--- src/rtl/pe_status_pkg.sv ---
package pe_status_pkg;

    localparam int DW       = 8;
    localparam int POLL_BIT = 7;
    localparam int TGL_BIT  = 6;

    typedef enum logic {
        OP_PROG  = 1'b0,
        OP_ERASE = 1'b1
    } op_kind_e;

    typedef struct packed {
        op_kind_e kind;
        logic     poll_ref;
    } op_ctx_t;

    function automatic int cnt_bits(input int a, input int b);
        int m;
        m = (a > b) ? a : b;
        return $clog2(m + 1);
    endfunction

endpackage

--- src/rtl/pe_op_timer.sv ---
module pe_op_timer
    import pe_status_pkg::*;
#(
    parameter int AW           = 20,
    parameter int PROG_CYCLES  = 500,
    parameter int ERASE_CYCLES = 500000,
    parameter int CW           = 19
) (
    input  logic          clk,
    input  logic          rst,
    input  logic          start_i,
    input  op_kind_e      kind_i,
    input  logic          poll_bit_i,
    input  logic [AW-1:0] addr_i,
    output logic          busy_o,
    output logic [CW-1:0] cnt_o,
    output op_ctx_t       ctx_o,
    output logic [AW-1:0] addr_o
);

    localparam logic [CW-1:0] PROG_LD  = CW'(PROG_CYCLES);
    localparam logic [CW-1:0] ERASE_LD = CW'(ERASE_CYCLES);

    logic [CW-1:0] cnt_q;
    op_ctx_t       ctx_q;
    logic [AW-1:0] addr_q;
    logic          idle;
    logic          accept;

    assign idle   = (cnt_q == '0);
    assign accept = start_i && idle;

    always_ff @(posedge clk) begin
        if (rst) begin
            cnt_q  <= '0;
            ctx_q  <= '{kind: OP_PROG, poll_ref: 1'b0};
            addr_q <= '0;
        end else if (accept) begin
            cnt_q  <= (kind_i == OP_ERASE) ? ERASE_LD : PROG_LD;
            ctx_q  <= '{kind: kind_i, poll_ref: poll_bit_i};
            addr_q <= addr_i;
        end else if (!idle) begin
            cnt_q  <= cnt_q - 1'b1;
        end
    end

    assign busy_o = !idle;
    assign cnt_o  = cnt_q;
    assign ctx_o  = ctx_q;
    assign addr_o = addr_q;

endmodule

--- src/rtl/pe_toggle_gen.sv ---
module pe_toggle_gen (
    input  logic clk,
    input  logic rst,
    input  logic busy_i,
    input  logic rd_stb_i,
    output logic tgl_o
);

    logic tgl_q;

    always_ff @(posedge clk) begin
        if (rst) begin
            tgl_q <= 1'b0;
        end else if (busy_i && rd_stb_i) begin
            tgl_q <= ~tgl_q;
        end
    end

    assign tgl_o = tgl_q;

endmodule

--- src/rtl/pe_read_overlay.sv ---
module pe_read_overlay
    import pe_status_pkg::*;
#(
    parameter int AW = 20
) (
    input  logic          busy_i,
    input  op_ctx_t       ctx_i,
    input  logic [AW-1:0] op_addr_i,
    input  logic [AW-1:0] rd_addr_i,
    input  logic          tgl_i,
    input  logic [DW-1:0] array_i,
    output logic [DW-1:0] data_o
);

    logic poll_hit;

    assign poll_hit = busy_i && (ctx_i.kind == OP_PROG) && (rd_addr_i == op_addr_i);

    for (genvar b = 0; b < DW; b++) begin : g_bit
        if (b == POLL_BIT) begin : g_poll
            assign data_o[b] = poll_hit ? ~ctx_i.poll_ref : array_i[b];
        end else if (b == TGL_BIT) begin : g_tgl
            assign data_o[b] = busy_i ? tgl_i : array_i[b];
        end else begin : g_pass
            assign data_o[b] = array_i[b];
        end
    end

endmodule

--- src/rtl/pe_status_unit.sv ---
module pe_status_unit
    import pe_status_pkg::*;
#(
    parameter int  AW           = 20,
    parameter int  PROG_CYCLES  = 500,
    parameter int  ERASE_CYCLES = 500000,
    localparam int CW           = cnt_bits(PROG_CYCLES, ERASE_CYCLES)
) (
    input  logic          clk,
    input  logic          rst,
    input  logic          start_i,
    input  logic          erase_i,
    input  logic [AW-1:0] load_addr_i,
    input  logic          load_poll_bit_i,
    input  logic          rd_stb_i,
    input  logic [AW-1:0] rd_addr_i,
    input  logic [DW-1:0] array_data_i,
    output logic [DW-1:0] rd_data_o,
    output logic          busy_o,
    output logic [CW-1:0] busy_cnt_o,
    output logic          rb_pull_o
);

    logic          busy;
    op_ctx_t       ctx;
    logic [AW-1:0] op_addr;
    logic          tgl;
    op_kind_e      kind_in;

    assign kind_in = erase_i ? OP_ERASE : OP_PROG;

    pe_op_timer #(
        .AW          (AW),
        .PROG_CYCLES (PROG_CYCLES),
        .ERASE_CYCLES(ERASE_CYCLES),
        .CW          (CW)
    ) u_timer (
        .clk       (clk),
        .rst       (rst),
        .start_i   (start_i),
        .kind_i    (kind_in),
        .poll_bit_i(load_poll_bit_i),
        .addr_i    (load_addr_i),
        .busy_o    (busy),
        .cnt_o     (busy_cnt_o),
        .ctx_o     (ctx),
        .addr_o    (op_addr)
    );

    pe_toggle_gen u_toggle (
        .clk     (clk),
        .rst     (rst),
        .busy_i  (busy),
        .rd_stb_i(rd_stb_i),
        .tgl_o   (tgl)
    );

    pe_read_overlay #(
        .AW(AW)
    ) u_overlay (
        .busy_i   (busy),
        .ctx_i    (ctx),
        .op_addr_i(op_addr),
        .rd_addr_i(rd_addr_i),
        .tgl_i    (tgl),
        .array_i  (array_data_i),
        .data_o   (rd_data_o)
    );

    assign busy_o    = busy;
    assign rb_pull_o = busy;

endmodule

--- config.mk ---
export PLATFORM = sky130hd
export DESIGN_NAME = pe_status_unit
export DESIGN_NICKNAME = d
export VERILOG_FILES = /design/src/rtl/pe_status_pkg.sv /design/src/rtl/pe_op_timer.sv /design/src/rtl/pe_toggle_gen.sv /design/src/rtl/pe_read_overlay.sv /design/src/rtl/pe_status_unit.sv
export SDC_FILE = /design/constraint.sdc
export NUM_CORES = 1
export LEC_CHECK = 0
export ABC_AREA = 1
export BUFFER_PORTS_ARGS = -buffer_cell sky130_fd_sc_hd__buf_2
export CAP_MARGIN = 20
export CORE_MARGIN = 8
export CORE_UTILIZATION = 51
export CTS_CLUSTER_DIAMETER = 200
export DETAILED_ROUTE_END_ITERATION = 8
export PLACE_DENSITY = 0.87
export SKIP_LAST_GASP = 1
export SLEW_MARGIN = 15
export SYNTH_ARGS = -nofsm -noshare
export SYNTH_HDL_FRONTEND = slang
export SYNTH_SLANG_ARGS = --single-unit
--- constraint.sdc ---
create_clock -name clk -period 1.98 [get_ports clk]
set_input_delay 0.396 -clock clk [delete_from_list [all_inputs] [get_ports clk]]
set_output_delay 0.396 -clock clk [all_outputs]
set_load 0.005 [all_outputs]
==> run metrics, run 1 <==
Die Ht=87.44 µm; Core Util, Final=63.41%; GRT overflow=0; CTS Hold Bufs=0; max cap viols=0; NumNets Final=540; GRT Total Usage=19.31%; f_max=501.8 MHz; post-synthesis cell type count=30; cell taking the most area after synthesis=dfxtp_1; clock sink count=42; Detailed Routing Iterations Pass 1=4; total die area=7645 µm²; Async SR Flop Fraction=0%; worst skew pair latency=300 ps; Synth Flop Type=dfxtp_1; unrepaired setup endpoints after global routing=true; row cnt=26; first-pass GRT wire length=11830 µm; Setup Skew=8.416 ps; element type at the critical path start=flip-flop; initial drt markers=170; WL final=7293 µm; metal2 WL=3495 µm; Post-DP Area=2982 µm²; VDD IR max=952.0 µV; Post-Route M1 WL=2926 µm; final count of negative-setup-slack endpoints=1; Worst Path Max Fanout=4; FF-to-FF Start=u_timer.cnt_o[15]; number of synthesized flops with an enable pin=0; Pwr per Cell Area=1506 nW/µm²; largest net degree at the start of global routing=26; Area Growth Syn to Fin=22.07%; DRC Markers=0; Crit. End Element=primary output; Slew Viols, Final=0; synth top area cells=dfxtp_1 (32%), nand2_1 (14%), nor2_1 (13%); Worst slew margin=74.58%; top post-synthesis cells by count=nand2_1 (94), nor2_1 (91), inv_1 (53), dfxtp_1 (42), o21ai_1 (19); Syn Inst Count=407; cells along the critical path=inv_2 -> ha_4 -> nand2_4 -> nor3_4 -> nand3_4 -> inv_4 -> nand2_1 -> o21ai_0 -> buf_2; R2R setup slack=240 ps; CTS Buf Count=5; static leakage=1.608 nW; Mapped Nets=463; initial antenna violation count=0; # H-tree levels=2; highest layer used for signal routing=met4; CTS max path bufs=2; syn avg cell area=6.394 µm²; status=complete, but fails checks; final hold vios=0; Ports=83; sequential area share after synthesis=32.31%; via/cell ratio=4.966; required time of the critical path=1580 ps; critical path's slowest cell=dfxtp_2; WL/cell=13.14 µm; total number of vias=2756; n_diodes=0; Starting Density=51.95%; Tcrit/Tclk final=100.7%; Critical path origin=u_timer.cnt_o[1]; vias in the first global route=2665; RD Place Congestion=0.8679; Die X=87.44 µm; most common cell in the netlist=nand2_1; Root Driver=clkbuf_8; Worst path max stage delay=330 ps; CTS tree=done; post-synthesis cell area=2602 µm²; Syn. warnings=0; failing checks=negative setup slack; share of the synthesized area in the top cell type=32.31%; Core ar.=5010 µm²; Worst Setup Slack, final=-12.95 ps; Clock transition at path regs=90 ps; post-DP HPWL=5521 µm; Met3 Wirelength=687 µm; design area=3177 µm²; layout cells sized above 1=25.77%; Crit Path Class=reg -> out; Period minus WS final=1993 ps; pre-CTS setup slack=169.2 ps; Tightest Pin Transition=380.5 ps; Reg2Reg Depth=7; CP endpoint=rd_data_o[6]; Port Buffers=70; FF+latch count, synth=42; R2R Path End=u_timer.addr_o[2]; worst min path class=in -> reg; Worst Path Arrival=1600 ps; post-route ant nets=0; setup TNS=-12.95 ps
worst max-delay path, delay by kind of cell (launching register included):
| family | cells | cell delay [ps] |
|---|---|---|
| buf+inv | 3 | 330 |
| compound gates | 1 | 110 |
| flops | 1 | 330 |
| simple gates | 4 | 370 |
| fa+ha+maj | 1 | 150 |
cells by family after synthesis:
| family | after synthesis | synth area share [%] |
|---|---|---|
| and+or+nand+nor | 239 | 42.36 |
| AOI/OAI and AO/OA | 43 | 8.413 |
| adders and majority gates | 2 | 0.9614 |
| DFF | 42 | 32.31 |
| xor gates and xnor gates | 12 | 4.038 |
| buffers and inverters | 69 | 11.92 |
worst min path at each step:
stage,depth (start not counted),endpoint,start,slack [ps]
2_1_floorplan,2,u_toggle.tgl_o,u_toggle.tgl_o,440
3_3_place_gp,2,u_toggle.tgl_o,u_toggle.tgl_o,450
3_5_place_dp,2,u_toggle.tgl_o,u_toggle.tgl_o,450
4_1_cts,3,u_timer.addr_o[4],load_addr_i[4],330
5_1_grt,3,u_timer.addr_o[7],load_addr_i[7],340
6_report,3,u_timer.addr_o[4],load_addr_i[4],330
where the power goes:
group	leakage, nW	internal [mW]	switching (mW)
registers	0.343	1.10	0.282
logic	1.22	1.11	1.70
clock network	0.0482	0.282	0.312
per-layer routing:
metal  GRT usage [%]  up-vias
li1                -     1406
met1           21.32     1234
met2           32.78       98
met3           6.415       18
met4           8.438        0
met5               0        -
registers in the layout, indices dropped and copies added (netlist names):
signal	count
u_timer.addr_o	20
u_timer.cnt_o	19
u_timer.ctx_o	2
u_toggle.tgl_o	1
what timing repair did:
action / in CTS / in global routing
setup endpoints to repair: 2 / 4
pin swaps: 4 / 5
gates resized for setup: 13 / 1
buffers inserted: 4 / 4
endpoints found under the hold margin: 0 / 0
cells in the final DEF (no fill, tap or decap):
cell type / netlist / layout
inv_1: 53 / 50
a21oi_1: 10 / 10
o2111ai_1: 1 / 1
nor2_2: 7 / 6
dfxtp_1: 42 / 40
nand3_4: 1 / 1
nand3b_1: 1 / 1
clkbuf_1: 2 / 1
ha_4: 0 / 1
ha_1: 2 / 1
xor2_1: 5 / 5
clkinv_1: 1 / 1
nor2_8: 2 / 2
clkbuf_8: 0 / 6
dfxtp_2: 0 / 2
inv_4: 0 / 1
nand2_4: 0 / 1
o21ai_0: 13 / 13
nor2_1: 91 / 90
nand4_1: 7 / 7
nor3_1: 3 / 3
inv_2: 1 / 3
o21ai_1: 19 / 19
nand3_1: 18 / 18
nand3_2: 2 / 2
buf_4: 7 / 14
nor2_4: 6 / 8
nand2_1: 94 / 93
xnor2_1: 7 / 7
clkinv_2: 0 / 1
buf_2: 2 / 70
nand4_4: 1 / 1
nand2_2: 5 / 5
nor3_4: 0 / 1
metrics by stage:
step / instances / power, mW / hold slack (ps)
floorplan: 407 / 3.305 / 438.9
global placement: 539 / 3.826 / 449.7
detailed placement: 539 / 3.927 / 455.0
CTS: 551 / 4.659 / 325.5
global route: 555 / 5.184 / 344.4
finish: 555 / 4.784 / 328.2
final cells by class:
class                      count  area (µm²)
multi-input combinational    296        1490
fill                         462        1833
tap                           70       87.58
clock buffer                   7       86.33
inverter                      55       209.0
clock inverter                 1       5.005
timing repair buffer          84       455.4
sequential                    42       843.3
(Power assumes the default switching activity.)
==> run 2: changes to the inputs <==
CORE_UTILIZATION = 35   (was 51)
PLACE_DENSITY = 0.66   (was 0.87)
==> run metrics, run 2 (same netlist as run 1, synthesis figures left out) <==
CTS Buf Count=5 (unchanged); total power=4.748 mW (-0.76%); post-DP HPWL=5679 µm (+2.9%); Crit Path Class=reg -> out; Clock transition at path regs=90 ps (about the same); worst skew pair latency=300 ps (about the same); Crit. End Element=primary output; static leakage=1.614 nW (+0.42%); max cap viols=0 (unchanged); status=complete, but fails checks; Worst Setup Slack, final=-43.47 ps (-30.52 ps); max FFs per register=20 (unchanged); first-pass GRT wire length=12070 µm (+2.0%); CTS max path bufs=2 (unchanged); largest net degree at the start of global routing=26 (unchanged); initial drt markers=73 (-57%); critical path's slowest cell=dfxtp_1; pre-CTS setup slack=129.5 ps (-39.65 ps); Worst Path Max Fanout=5 (+1); Slew Viols, Final=0 (unchanged); Core ar.=7214 µm² (+44%); Worst Path Arrival=1630 ps (+30 ps); most common cell after layout, fill and taps aside=nand2_1; required time of the critical path=1580 ps (about the same); worst min path class=in -> reg; CTS tree=done; Die X=102.2 µm (+17%); Worst path max stage delay=360 ps (+30 ps); Worst slew margin=73.93% (-0.65 points); initial antenna violation count=0 (unchanged); Period minus WS final=2023 ps (+30.52 ps); Setup Skew=6.182 ps (-2.234 ps); Post-DP Area=3038 µm² (+1.9%); Tightest Pin Transition=390.3 ps (+9.732 ps); GRT Total Usage=14.46% (-4.9 points); GRT overflow=0 (unchanged); Detailed Routing Iterations Pass 1=4 (unchanged); design area=3246 µm² (+2.2%); Root Driver=clkbuf_8; Area Growth Syn to Fin=24.71%; post-route ant nets=0 (unchanged); Die Ht=102.2 µm (+17%); f_max=494.2 MHz (-1.5%); crit path buf inv count=2 (-1); most used cell, CP=nand2_1; CTS Hold Bufs=0 (unchanged); Pwr per Cell Area=1463 nW/µm² (-2.9%); RD Place Congestion=0.8874 (+2.2%); NumNets Final=542 (+0.37%); VDD IR max=807.5 µV (-15%); Core Util, Final=44.99% (-18 points); element type at the critical path start=flip-flop; cells along the critical path=nor2_2 -> nand2_1 -> nor2_4 -> nand3_4 -> clkinv_4 -> nor2_4 -> nand2_1 -> nand2_1 -> nand2_1 -> buf_2; Crit path max-delay family=simple AND/OR/NAND/NOR gates; Starting Density=36.07% (-16 points); total die area=10450 µm² (+37%); Port Buffers=70 (unchanged); Tcrit/Tclk final=102.2% (+1.5 points); via/cell ratio=4.587 (-7.6%); final hold vios=0 (unchanged); row cnt=31 (+19%); Ports=83 (unchanged); layout cells sized above 1=26.90% (+1.1 points); unrepaired setup endpoints after global routing=true; R2R setup slack=250 ps (about the same); most frequent cells in the layout=nand2_1 (93), nor2_1 (89), buf_2 (70); DRC Markers=0 (unchanged); n_diodes=0 (unchanged); WL final=7392 µm (+1.4%); final count of negative-setup-slack endpoints=1 (unchanged); total number of vias=2688 (-2.5%); WL/cell=12.61 µm (-4.0%); failing checks=negative setup slack; vias in the first global route=2599 (-2.5%); # H-tree levels=2 (unchanged); clock sink count=42 (unchanged)
## run 2: final timing paths
| path | depth (start not counted) | endpoint | start |
|---|---|---|---|
| hold / removal | 3 | u_timer.addr_o[8] | load_addr_i[8] |
| setup / recovery | 10 | rd_data_o[7] | u_timer.cnt_o[14] |
| setup reg to reg | 11 | u_timer.cnt_o[16] | u_timer.cnt_o[0] |
| hold reg to reg | 2 | u_toggle.tgl_o | u_toggle.tgl_o |
## run 2: power by group
group / total (mW) / internal [mW] / switching [mW]
sequential: 1.36 / 1.10 / 0.261
combinational: 2.79 / 1.11 / 1.68
clock: 0.592 / 0.255 / 0.337
## run 2: final cells by class
| class | count | area [µm²] |
|---|---|---|
| flip-flops and latches | 42 | 845.8 |
| repair buffers | 86 | 483.0 |
| inverters | 55 | 211.5 |
| multi-input cells | 296 | 1488 |
| clock inverters | 3 | 25.02 |
| clock buffers | 5 | 68.82 |
| well taps | 99 | 123.9 |
| fillers | 805 | 3969 |
## run 2: through the flow
stage | hold slack (ps) | setup TNS, ps | cells
finish | 320.5 | -43.47 | 586
global route | 321.1 | -244.2 | 586
CTS | 309.8 | -77.16 | 581
detailed placement | 453.6 | 0 | 569
global placement | 449.6 | 0 | 569
floorplan | 438.9 | 0 | 407
## run 2: repair_timing
action,in CTS,in global routing
gates resized for setup,13,5
pin swaps,4,6
setup endpoints to repair,4,4
setup buffers,4,5
## run 2: routing by layer
| layer | track usage (%) | vias to the layer above | routed length (µm) | part of all wire, % |
|---|---|---|---|---|
| li1 | - | 1414 | - | - |
| met1 | 17.76 | 1189 | 3326 | 45 |
| met2 | 24.59 | 80 | 3458 | 47 |
| met3 | 3.815 | 5 | 551 | 7.5 |
| met4 | 3.160 | 0 | 55 | 0.74 |
| met5 | 0 | - | 0 | 0 |
## run 2: tightest hold or removal path, cell delays in order
cell and delay, ps:
buf_2 70, o21ai_1 50, nor2_1 70
==> run 3: changes to the inputs <==
REMOVE_ABC_BUFFERS = 1   (was default)
==> run metrics, run 3 (same netlist as run 1, synthesis figures left out) <==
status=finished clean; VDD IR max=749.3 µV (-7.2%); most used cell, CP=nand2_1; Setup Skew=5.446 ps (-0.7367 ps); met2 GRT Util=21.59% (-3.0 points); Worst slew margin=71.87% (-2.1 points); Core ar.=7214 µm² (unchanged); required time of the critical path=1580 ps (about the same); post-route ant nets=0 (unchanged); Worst path max stage delay=330 ps (-30 ps); Root Driver=clkbuf_8; f_max=509.1 MHz (+3.0%); Worst Path Max Fanout=5 (unchanged); Die X=102.2 µm (unchanged); Tcrit/Tclk final=99.20% (-3.0 points); total number of vias=2679 (-0.33%); Pwr per Cell Area=1491 nW/µm² (+2.0%); Ports=83 (unchanged); WL final=7222 µm (-2.3%); unrepaired setup endpoints after global routing=true; Tightest Pin Transition=421.2 ps (+30.88 ps); critical path's slowest cell=dfxtp_2; CTS tree=done; most common cell after layout, fill and taps aside=nand2_1; Area Growth Syn to Fin=24.71% (unchanged); RD Place Congestion=0.8300 (-6.5%); GRT Total Usage=13.59% (-0.88 points); GR Util met3=4.632% (+0.82 points); Core Util, Final=44.99% (unchanged); met1 usage=17.09% (-0.67 points); worst min path class=in -> reg; Crit. End Element=primary output; first-pass GRT wire length=11390 µm (-5.6%); setup TNS=0 ps (+43.47 ps); n_diodes=0 (unchanged); final count of negative-setup-slack endpoints=0 (-1); layout cells sized above 1=26.50% (-0.40 points); DRC Markers=0 (unchanged); most frequent cells in the layout=nand2_1 (93), nor2_1 (89), buf_2 (70); CTS Hold Bufs=0 (unchanged); CTS max path bufs=2 (unchanged); clock sink count=42 (unchanged); largest net degree at the start of global routing=26 (unchanged); CTS Buf Count=5 (unchanged); Slew Viols, Final=0 (unchanged); element type at the critical path start=flip-flop; Post-DP Area=3018 µm² (-0.66%); row cnt=31 (unchanged); GRT overflow=0 (unchanged); Die Ht=102.2 µm (unchanged); worst skew pair latency=290 ps (about the same); Period minus WS final=1964 ps (-59.32 ps); via/cell ratio=4.603 (+0.35%); initial drt markers=157 (+120%); post-DP HPWL=5488 µm (-3.4%); total die area=10450 µm² (unchanged); Port Buffers=70 (unchanged); Detailed Routing Iterations Pass 1=4 (unchanged); initial antenna violation count=0 (unchanged); # H-tree levels=2 (unchanged); Crit Path Class=reg -> out; pre-CTS setup slack=174.6 ps (+45.09 ps); max FFs per register=20 (unchanged); NumNets Final=539 (-0.55%); Clock transition at path regs=80 ps (about the same); Starting Density=36.07% (unchanged); global route hottest layer=met2; WL/cell=12.41 µm (-1.6%); total power=4.840 mW (+2.0%); static leakage=1.620 nW (+0.36%); max cap viols=0 (unchanged); Worst Path Arrival=1570 ps (-60 ps); final hold vios=0 (unchanged); cells along the critical path=inv_2 -> ha_4 -> nand2_4 -> nor3_4 -> nand3_4 -> inv_4 -> nor2_2 -> nand2_1 -> nand2_1 -> nand2_1 -> buf_2; vias in the first global route=2522 (-3.0%); Worst Setup Slack, final=15.85 ps (+59.32 ps); design area=3246 µm² (unchanged)
==> run 3: cell types whose count changed in the layout (fill, tap and decap cells not counted), sizes merged <==
cell      previous run  this run
clkinvlp             1         0
bufinv               0         1
buf                 86        83
clkinv               3         1
clkbuf               5         6
==> run 3: area by class of cell <==
type	count	area (µm²)
fill	774	3969
multi-input combinational	296	1506
sequential	42	845.8
timing repair buffer	83	447.9
inverter	55	209.0
tap	99	123.9
clock buffer	6	82.58
clock inverter	1	30.03
==> run 3: worst max-delay path: cells and delay by family (launching register included) <==
family | cells | cell delay, ps
adders and majority gates | 1 | 150
buffers and inverters | 3 | 270
DFF | 1 | 330
and+or+nand+nor | 7 | 530
==> run 3: worst paths after layout <==
check                         from            endpoint  slack [ps]  cells past startpoint
setup / recovery  u_timer.cnt_o[1]        rd_data_o[7]          20                     11
hold / removal     load_addr_i[15]  u_timer.addr_o[15]         340                      3
setup reg to reg  u_timer.cnt_o[6]   u_timer.addr_o[0]         210                      6
hold reg to reg   u_timer.ctx_o[1]    u_timer.ctx_o[1]         490                      2
==> run 3: through the flow <==
| step | cells | hold slack [ps] |
|---|---|---|
| 2_1_floorplan | 393 | 432.8 |
| 3_3_place_gp | 568 | 448.0 |
| 3_5_place_dp | 568 | 467.0 |
| 4_1_cts | 579 | 331.8 |
| 5_1_grt | 582 | 334.7 |
| 6_report | 582 | 336.6 |
==> run 3: what timing repair did <==
action                     in CTS  in global routing
setup buffers                   4                  3
resized for setup              12                  9
pin swaps                       4                  3
setup endpoints to repair       2                  4
==> run 3: power breakdown <==
group / switching, mW / total, mW / internal (mW)
registers: 0.279 / 1.38 / 1.10
logic: 1.67 / 2.76 / 1.10
clock network: 0.292 / 0.695 / 0.404
==> run 3: routing by layer <==
metal | up-vias | part of all wire, %
met5 | - | 0
met4 | 0 | 1.7
met3 | 13 | 8.6
met2 | 91 | 44
met1 | 1173 | 46
li1 | 1402 | -
